`src/rtl/simd_mul_pkg.sv`:
```
// Package: operation codes and shared widths of the dual-lane multiplier.
// Assumes the op code is 3 bits wide; codes not listed here give zero.
package simd_mul_pkg;
    localparam int OP_W = 3;

    localparam logic [OP_W-1:0] OP_Q15W_UP  = 3'd0;  // Q15 x Q15 -> Q31, upper halves
    localparam logic [OP_W-1:0] OP_Q15W_LOW = 3'd1;  // Q15 x Q15 -> Q31, lower halves
    localparam logic [OP_W-1:0] OP_BXH_UP   = 3'd2;  // byte x half, upper byte pair
    localparam logic [OP_W-1:0] OP_BXH_LOW  = 3'd3;  // byte x half, lower byte pair
    localparam logic [OP_W-1:0] OP_Q15_RND2 = 3'd4;  // two-lane rounded Q15
endpackage

```
`src/rtl/q15_lane_mul.sv`:
```
// Module: one signed fractional lane.
// Multiplies two signed Q-format halfwords. It gives a doubled full-width
// product that clips to the positive maximum, and a rounded half-width result.
// Assumes two's complement; the only overflowing pair is min x min.
module q15_lane_mul #(
    parameter int LANE_W = 16
) (
    input  logic [LANE_W-1:0]   x_half,
    input  logic [LANE_W-1:0]   y_half,
    output logic [2*LANE_W-1:0] wide_q,
    output logic [LANE_W-1:0]   rnd_q,
    output logic                clip
);
    localparam int PROD_W = 2 * LANE_W;
    localparam logic [LANE_W-1:0] MIN_H = {1'b1, {(LANE_W-1){1'b0}}};
    localparam logic [LANE_W-1:0] MAX_H = {1'b0, {(LANE_W-1){1'b1}}};
    localparam logic [PROD_W-1:0] MAX_W = {1'b0, {(PROD_W-1){1'b1}}};
    localparam logic [PROD_W-1:0] RND_K = PROD_W'(1) << (LANE_W - 1);

    logic signed [PROD_W-1:0] prod_s;
    logic        [PROD_W-1:0] dbl;
    logic        [PROD_W-1:0] rsum;

    // Signed product, doubled to align the fraction point, then rounded.
    always_comb begin
        prod_s = $signed(x_half) * $signed(y_half);
        dbl    = PROD_W'(prod_s) << 1;
        rsum   = dbl + RND_K;
        clip   = (x_half == MIN_H) && (y_half == MIN_H);
        wide_q = clip ? MAX_W : dbl;
        rnd_q  = clip ? MAX_H : rsum[PROD_W-1:LANE_W];
    end
endmodule

```
`src/rtl/ubh_lane_mul.sv`:
```
// Module: one unsigned byte x halfword integer lane.
// Clips the product to the all-ones halfword when it does not fit.
// Assumes both inputs are unsigned integers.
module ubh_lane_mul #(
    parameter int BYTE_W = 8,
    parameter int LANE_W = 16
) (
    input  logic [BYTE_W-1:0] b_in,
    input  logic [LANE_W-1:0] h_in,
    output logic [LANE_W-1:0] prod_q,
    output logic              clip
);
    localparam int PW = BYTE_W + LANE_W;

    logic [PW-1:0] prod;

    // Full-width unsigned product; any bit above the lane means overflow.
    always_comb begin
        prod   = PW'(b_in) * PW'(h_in);
        clip   = |prod[PW-1:LANE_W];
        prod_q = clip ? {LANE_W{1'b1}} : prod[LANE_W-1:0];
    end
endmodule

```
`src/rtl/simd_sat_mul.sv`:
```
// Module: top of the dual-lane SIMD saturating multiplier.
// Splits the operands into two lanes, runs a signed fractional unit and an
// unsigned byte x half unit per lane, picks the result by op code and registers
// it together with a sticky saturation flag. Latency is one cycle.
// Assumes one operation per cycle and a synchronous active-low reset.
module simd_sat_mul
    import simd_mul_pkg::*;
#(
    parameter int LANE_W = 16
) (
    input  logic                  clk,
    input  logic                  rst_n,
    input  logic                  op_valid,
    input  logic [OP_W-1:0]       op_code,
    input  logic [2*LANE_W-1:0]   opnd_a,
    input  logic [2*LANE_W-1:0]   opnd_b,
    output logic                  res_valid,
    output logic [2*LANE_W-1:0]   res_word,
    output logic                  sat_sticky
);
    localparam int NLANE  = 2;
    localparam int DATA_W = NLANE * LANE_W;
    localparam int BYTE_W = LANE_W / 2;
    localparam logic [LANE_W-1:0] MIN_H = {1'b1, {(LANE_W-1){1'b0}}};
    localparam logic [DATA_W-1:0] MAX_W = {1'b0, {(DATA_W-1){1'b1}}};

    logic [DATA_W-1:0] wide_q [NLANE];
    logic [LANE_W-1:0] rnd_q  [NLANE];
    logic [LANE_W-1:0] bxh_q  [NLANE];
    logic [NLANE-1:0]  q_clip;
    logic [NLANE-1:0]  b_clip;
    logic [DATA_W-1:0] nxt_word;
    logic              nxt_sat;

    // One fractional unit and one byte x half unit for each lane.
    for (genvar g = 0; g < NLANE; g++) begin : g_lane
        logic [BYTE_W-1:0] byte_sel;

        // Byte source: the upper byte pair for code 2, the lower pair otherwise.
        always_comb begin
            byte_sel = (op_code == OP_BXH_UP)
                     ? opnd_a[DATA_W/2 + g*BYTE_W +: BYTE_W]
                     : opnd_a[g*BYTE_W +: BYTE_W];
        end

        q15_lane_mul #(.LANE_W(LANE_W)) u_q15 (
            .x_half (opnd_a[g*LANE_W +: LANE_W]),
            .y_half (opnd_b[g*LANE_W +: LANE_W]),
            .wide_q (wide_q[g]),
            .rnd_q  (rnd_q[g]),
            .clip   (q_clip[g])
        );

        ubh_lane_mul #(.BYTE_W(BYTE_W), .LANE_W(LANE_W)) u_bxh (
            .b_in   (byte_sel),
            .h_in   (opnd_b[g*LANE_W +: LANE_W]),
            .prod_q (bxh_q[g]),
            .clip   (b_clip[g])
        );
    end

    // Result and saturation selection by operation code.
    always_comb begin
        nxt_word = '0;
        nxt_sat  = 1'b0;
        case (op_code)
            OP_Q15W_UP: begin
                nxt_word = wide_q[1];
                nxt_sat  = q_clip[1];
            end
            OP_Q15W_LOW: begin
                nxt_word = wide_q[0];
                nxt_sat  = q_clip[0];
            end
            OP_BXH_UP, OP_BXH_LOW: begin
                nxt_word = {bxh_q[1], bxh_q[0]};
                nxt_sat  = |b_clip;
            end
            OP_Q15_RND2: begin
                nxt_word = {rnd_q[1], rnd_q[0]};
                nxt_sat  = |q_clip;
            end
            default: begin
                nxt_word = '0;
                nxt_sat  = 1'b0;
            end
        endcase
    end

    // Output register: capture on accepted ops, accumulate the sticky flag.
    always_ff @(posedge clk) begin
        if (!rst_n) begin
            res_valid  <= 1'b0;
            res_word   <= '0;
            sat_sticky <= 1'b0;
        end else begin
            res_valid <= op_valid;
            if (op_valid) begin
                res_word   <= nxt_word;
                sat_sticky <= sat_sticky | nxt_sat;
            end
        end
    end

    // valid output follows the accepted input by one cycle.
    p_latency_r2: assert property (@(posedge clk) disable iff (!rst_n)
        $past(rst_n) |-> (res_valid == $past(op_valid)));

    // idle cycles leave the result untouched.
    p_hold_r3: assert property (@(posedge clk) disable iff (!rst_n)
        ($past(rst_n) && !$past(op_valid)) |-> ($stable(res_word) && $stable(sat_sticky)));

    // upper-half min x min clips to the Q31 maximum and flags it.
    p_min_sat_r5: assert property (@(posedge clk) disable iff (!rst_n)
        ($past(rst_n) && $past(op_valid) && ($past(op_code) == OP_Q15W_UP)
         && ($past(opnd_a[DATA_W-1:LANE_W]) == MIN_H)
         && ($past(opnd_b[DATA_W-1:LANE_W]) == MIN_H))
        |-> ((res_word == MAX_W) && sat_sticky));

    // unused codes give zero and leave the flag alone.
    p_unused_zero_r11: assert property (@(posedge clk) disable iff (!rst_n)
        ($past(rst_n) && $past(op_valid) && ($past(op_code) > OP_Q15_RND2))
        |-> ((res_word == '0) && (sat_sticky == $past(sat_sticky))));

    // the flag never drops without reset.
    p_sticky_r12: assert property (@(posedge clk) disable iff (!rst_n)
        sat_sticky |=> sat_sticky);
endmodule

```
`config.mk`:
```
export PLATFORM = sky130hd
export DESIGN_NAME = simd_sat_mul
export DESIGN_NICKNAME = d
export VERILOG_FILES = /design/src/rtl/simd_mul_pkg.sv /design/src/rtl/q15_lane_mul.sv /design/src/rtl/ubh_lane_mul.sv /design/src/rtl/simd_sat_mul.sv
export SDC_FILE = /design/constraint.sdc
export NUM_CORES = 2
export LEC_CHECK = 0
export BUFFER_PORTS_ARGS = -buffer_cell sky130_fd_sc_hd__buf_2
export CAP_MARGIN = 0
export CORE_MARGIN = 4
export CORE_UTILIZATION = 68
export CTS_CLUSTER_DIAMETER = 80
export DETAILED_ROUTE_END_ITERATION = 10
export PLACE_DENSITY = 0.86
export SLEW_MARGIN = 30
export SYNTH_ARGS = -nofsm -noshare
export SYNTH_HDL_FRONTEND = slang
export SYNTH_SLANG_ARGS = --single-unit
```
`constraint.sdc`:
```
create_clock -name clk -period 25.6 [get_ports clk]
set_input_delay 5.12 -clock clk [delete_from_list [all_inputs] [get_ports clk]]
set_output_delay 5.12 -clock clk [all_outputs]
set_load 0.01 [all_outputs]
```
Word-level counts from Yosys, hierarchy flattened
Cells that the tools add are included.
{ "word_totals": {"out_inout_bits": 34, "in_bits": 70, "elab_cells": 36, "regBits": 34} }
{ "classes": {"eq_ne": 8, "n_mux": 10, "bitwise_logic": 1, "multipliers": 4, "addsub": 2, "n_reduce_logical": 8} }
{ "op_table": {"columns": ["op", "n"], "rows": [
  ["one-hot mux 32 bit (4 select lines)", 1],
  ["adder 32 x 16 -> 32 bit (second input constant)", 2],
  ["equality test 16 bit (second input constant)", 4],
  ["two-way mux 16 bit", 4],
  ["two-way mux 32 bit", 2],
  ["multiplier 16 x 16 -> 31 bit", 2],
  ["multiplier 8 x 16 -> 24 bit", 2],
  ["two-way mux 8 bit", 2],
  ["OR reduction 16 bit", 1],
  ["OR reduction 8 bit", 2],
  ["equality test 3 x 2 -> 1 bit (second input constant)", 2],
  ["one-hot mux 1 bit (4 select lines)", 1],
  ["OR reduction 2 bit", 2],
  ["equality test 3 x 1 -> 1 bit (second input constant)", 1],
  ["equality test 3 bit (second input constant)", 1],
  ["logical NOT 3 bit", 1],
  ["logical AND 1 bit", 2],
  ["bitwise OR 1 bit", 1]
]} }

Depth between registers and ports, before layout
{ "depth": {"ltp_word": 6, "mapped_depth": 29, "depth_no_buf": 26} }

Modules after synthesis
Synthesis repeated with hierarchy kept, for this count alone.
{ "hier_totals": {"cells_unflattened": 3798, "hier_area_um2": 32662.6} }
{ "by_module_without_submodules": {"columns": ["module", "cells_per_inst", "n_inst", "area_each_um2"], "rows": [
  ["q15_lane_mul (g_lane[0].u_q15)", 1280, 1, 10827.9],
  ["q15_lane_mul (g_lane[1].u_q15)", 1233, 1, 10622.7],
  ["ubh_lane_mul (g_lane[1].u_bxh)", 522, 1, 4359.2],
  ["ubh_lane_mul (g_lane[0].u_bxh)", 495, 1, 4286.6],
  ["simd_sat_mul", 268, 1, 2566.2]
]} }

Worst setup path before layout
OpenSTA, ideal clock, no wires.
{ "synth_path": {"kind": "input to register", "from": "input opnd_a[11]", "to": "register res_word[15]", "arrival_time_ps": 11506, "n_path_buf": 2, "required_time_ps": 25530, "setup_slack_ps": 14024, "cell_stages": 26, "cell_sequence": "clkbuf_1 > clkbuf_1 > nand2_1 > fa_1 > fa_1 > fa_1 > inv_1 > fa_1 > fa_1 > inv_1 > fa_1 > inv_1 > ha_1 > nand2_1 > o21ai_1 > nor3_1 > a211oi_1 > xor2_1 > ha_1 > nand4b_1 > nor4_4 > nand4_2 > nor4b_2 > xor2_1 > nand3_1 > a21oi_1"} }
{ "synth_via": {"elab_chain_len": 4, "elab_cells_between_ends": 7, "cone_classes": "1 x add/sub; 1 x mul; 1 x eq/ne; 3 x mux; 1 x reduce/logical"} }
{ "synth_lines": {"columns": ["element", "line", "text"], "rows": [
  ["start, declared", "simd_sat_mul.sv:15", "input logic [2*LANE_W-1:0] opnd_a,"],
  ["multiplier 16 x 16 -> 31 bit or equality test 16 bit (tied branches)", "q15_lane_mul.sv:26, q15_lane_mul.sv:29", null],
  ["adder 32 x 16 -> 32 bit or logical AND 1 bit (tied branches)", "q15_lane_mul.sv:28, q15_lane_mul.sv:29", null],
  ["two-way mux 16 bit or two-way mux 32 bit (tied branches)", "q15_lane_mul.sv:31, q15_lane_mul.sv:30", null],
  ["one-hot mux 32 bit (4 select lines) (*)", "simd_sat_mul.sv:66", "case (op_code)"],
  ["end signal, assigned", "simd_sat_mul.sv:99", "res_word <= nxt_word;"],
  ["end, declared", "simd_sat_mul.sv:18", "output logic [2*LANE_W-1:0] res_word,"]
]} }
Mark *: on every way between the ends. The rest lies on a longest branch, timed or not.
A chain may end at the register's enable or synchronous reset.

Worst setup path after layout
{ "layout_path": {"from": "input op_code[2]", "to": "register res_word[17]"} }
{ "layout_via": {"elab_chain_len": 6, "elab_cells_between_ends": 11, "cone_classes": "1 x mul; 4 x eq/ne; 3 x mux; 3 x reduce/logical"} }
{ "layout_lines": {"columns": ["element", "line", "text"], "rows": [
  ["start, declared", "simd_sat_mul.sv:14", "input logic [OP_W-1:0] op_code,"],
  ["equality test 3 x 2 -> 1 bit", "simd_sat_mul.sv:41, simd_sat_mul.sv:66", null],
  ["two-way mux 8 bit", "simd_sat_mul.sv:42", "? opnd_a[DATA_W/2 + g*BYTE_W +: BYTE_W]"],
  ["multiplier 8 x 16 -> 24 bit", "ubh_lane_mul.sv:19", "prod = PW'(b_in) * PW'(h_in);"],
  ["OR reduction 8 bit", "ubh_lane_mul.sv:20", "clip = |prod[PW-1:LANE_W];"],
  ["two-way mux 16 bit", "ubh_lane_mul.sv:21", "prod_q = clip ? {LANE_W{1'b1}} : prod[LANE_W-1:0];"],
  ["one-hot mux 32 bit (4 select lines) (*)", "simd_sat_mul.sv:66", null]
]} }
Marks and branches as above.

==> results by group <==
STA
  • Clock skew: 0 ns
  • Worst-margin pin slew: 1.01 ns
  • Total Neg Setup Slack: 0 ns
  • RSZ-0062 raised after global routing: no
  • Fin. max-slew vios: 0
  • Endpoints failing setup: 0
  • Min Tclk post-route: roughly 12 ns
  • Period utilisation layout: ~49%
  • Max_slew headroom: 32.3%
  • Hold Vio Cnt, Final: 0
  • Max Fclk: 0.0802 GHz

Logic synthesis
  • Post-synth top area share: 43.4%
  • Post-synth EDFFs: 0
  • Ys Warns: 0
  • Post-synthesis sequential area ratio: 2.17%
  • Synthesized Nets: between 4000 and 5000
  • Ys async rst share: 0%
  • Average size of a mapped cell: 8.57 sq um
  • Post-Synthesis Cell Area: ~31000 sq um
  • Area leader, netlist: fa_1
  • Largest cells by area after synthesis: fa_1 43%, ha_1 10%, inv_1 8.8%
  • Netlist cell types: 96
  • Flops & latches, synth: 34
  • Most used DFF post-synth: dfxtp_1
  • Cell count after synthesis: 3662

Clock tree
  • CTS buffer count: 5
  • Clk sinks: 34
  • CTS tree: yes
  • Clock latency on the worst-skew pair: around 0.28 ns
  • Root Driver: clkbuf_16
  • CTS max path bufs: 2
  • Post-cts gate resize count: 0
  • # H-tree levels: 2
  • Postcts setup bufs: 0
  • Clock slew at reported path FFs: 0.06 ns
  • # hold bufs at CTS: 0

Finish
  • # nets final: 4599
  • Final core occ: between 70% and 80%
  • Finished Layout Cells: 4201
  • Final instance area: 32200 sq um
  • Commonest non-fill, non-tap cell in the layout: inv_1
  • Synthesis-to-layout area growth: 2.64%
  • Most frequent cells in the layout: 739 x inv_1, 680 x fa_1, 403 x nand2_1, 327 x and2_1, 250 x ha_1
  • Register area: 681 sq um
  • Multi-input combinational cell area: 27200 sq um
  • Fraction of layout cells with a size suffix above 1: 5.03%
  • Fill cells: 3565

Critical path
  • Crit path depth: 26
  • Reg2reg end: res_word[13]
  • WS Path Type: in -> reg
  • CP max stage cell: nand4_1
  • Setup crit start kind: input port
  • Reg2reg setup slack: 24.23 ns
  • Worst path top cell family by delay: adder cells
  • Crit end category: register
  • Critical Path AT: 12.65 ns
  • Buf+Inv Stages, Crit Path: 6
  • Req. time, crit path: 25.77 ns
  • Crit path largest cell delay: 0.56 ns
  • Worst R2R Path Depth: 5
  • Setup crit start: op_code[2]
  • Worst R2R Start: res_word[13]
  • Crit path max fanout: 16
  • Most used cell, CP: fa_1
  • Crit path to: res_word[17]

Route
  • Drt first-iter violations: between 2000 and 2500
  • First-pass iteration count of the detailed router: 8
  • Vias per cell: 6.18
  • Via Count: 26000
  • Antenna viol nets, final: 0
  • DRC Markers: 0
  • Avg WL per Cell: 20.8 um
  • Total wire length: 87400 um

Placed design
  • Port buffer count: 103
  • Placed Area: 32000 sq um
  • Post-DP HPWL: 69700 um
  • Final GP Congestion: 0.980
  • DP Cell Count: 4192

Die
  • Die width: ~220 um
  • Starting density of the core: 69.0%
  • Core ar.: 45500 sq um
  • Die height: around 220 um
  • Number of top-level pins: 104
  • Die Footprint: 49700 sq um
  • Cell Rows: 78

Flow run
  • Max-Cap Viols: 0

Status
  • Status: finished, final reports clean

Hold path
  • Hold path cells: 2
  • Hold/Removal Path Class: reg -> reg

GRT
  • Antenna violations before repair: 3
  • Largest net degree at the start of global routing: 28
  • Total gr overflow: 0
  • GRT Total Usage: 35.8%
  • First-pass GRT wire length: 144000 um
  • Vias in the first global route: 27700
[synthesized netlist by cell type (19+ instances only)]
cell type,n
a211oi_1,20
a21o_1,39
a21oi_1,125
and2_1,327
clkbuf_1,169
dfxtp_1,34
fa_1,680
ha_1,250
inv_1,739
nand2_1,403
nand2b_1,35
nand3_1,39
nand4_1,19
nor2_1,103
nor2b_1,106
nor3_1,34
nor4_1,23
o21ai_0,111
xnor2_1,87
xor2_1,32
[per-stage QoR]
step / worst slack [ns] / hold WS, ns
final: 13.13 / 0.454
after global routing: 12.84 / 0.488
after CTS: 13.30 / 0.458
after detailed placement: 13.03 / 0.447
after global placement: 13.02 / 0.438
after floorplan: 14.02 / 0.472
[sequential cells by signal, summed over array words and instances, names as in the netlist]
signal / count
sat_sticky: 1
res_word: 32
res_valid: 1
[metal layers]
metal	GRT usage, %	vias up	part of all wire [%]
met3	6.99	392	9.8
met5	0	-	0.039
met1	44.3	12800	35
met2	60.0	1556	49
li1	-	11200	-
met4	18.2	4	6.3
[how the worst min path moves through the flow]
stage	startpoint	endpoint	slack [ns]
6_report	res_word[1]	res_word[1]	0.45
5_1_grt	res_word[2]	res_word[2]	0.49
4_1_cts	res_word[1]	res_word[1]	0.46
3_5_place_dp	res_word[1]	res_word[1]	0.45
3_3_place_gp	res_word[2]	res_word[2]	0.44
2_1_floorplan	res_word[2]	res_word[2]	0.47
[cells by family after synthesis]
kind of cell    Yosys count  synth area share, %
simple gates           1151                 19.0
fa+ha+maj               930                 53.3
buf+inv                 927                 11.2
compound gates          476                 10.1
xor+xnor                120                 3.37
flops                    34                 2.17
mux                      24                0.809
[tightest hold or removal path, cell delays in order (launching register included)]
cell and delay [ns]:
dfxtp_1 0.30, nand2_1 0.05, o21ai_1 0.05
[area by class of cell]
cell class	count	share of cell area [%]
diodes	2	0.0155
clock buffers	6	0.431
clock inverters	1	0.0932
inverters	739	8.61
multi-input cells	2701	84.5
flip-flops and latches	34	2.11
well taps	600	2.33
repair buffers	118	1.95
Power is not shown: default switching activity piles up to over one toggle a cycle in this logic, so the estimate is an artifact.
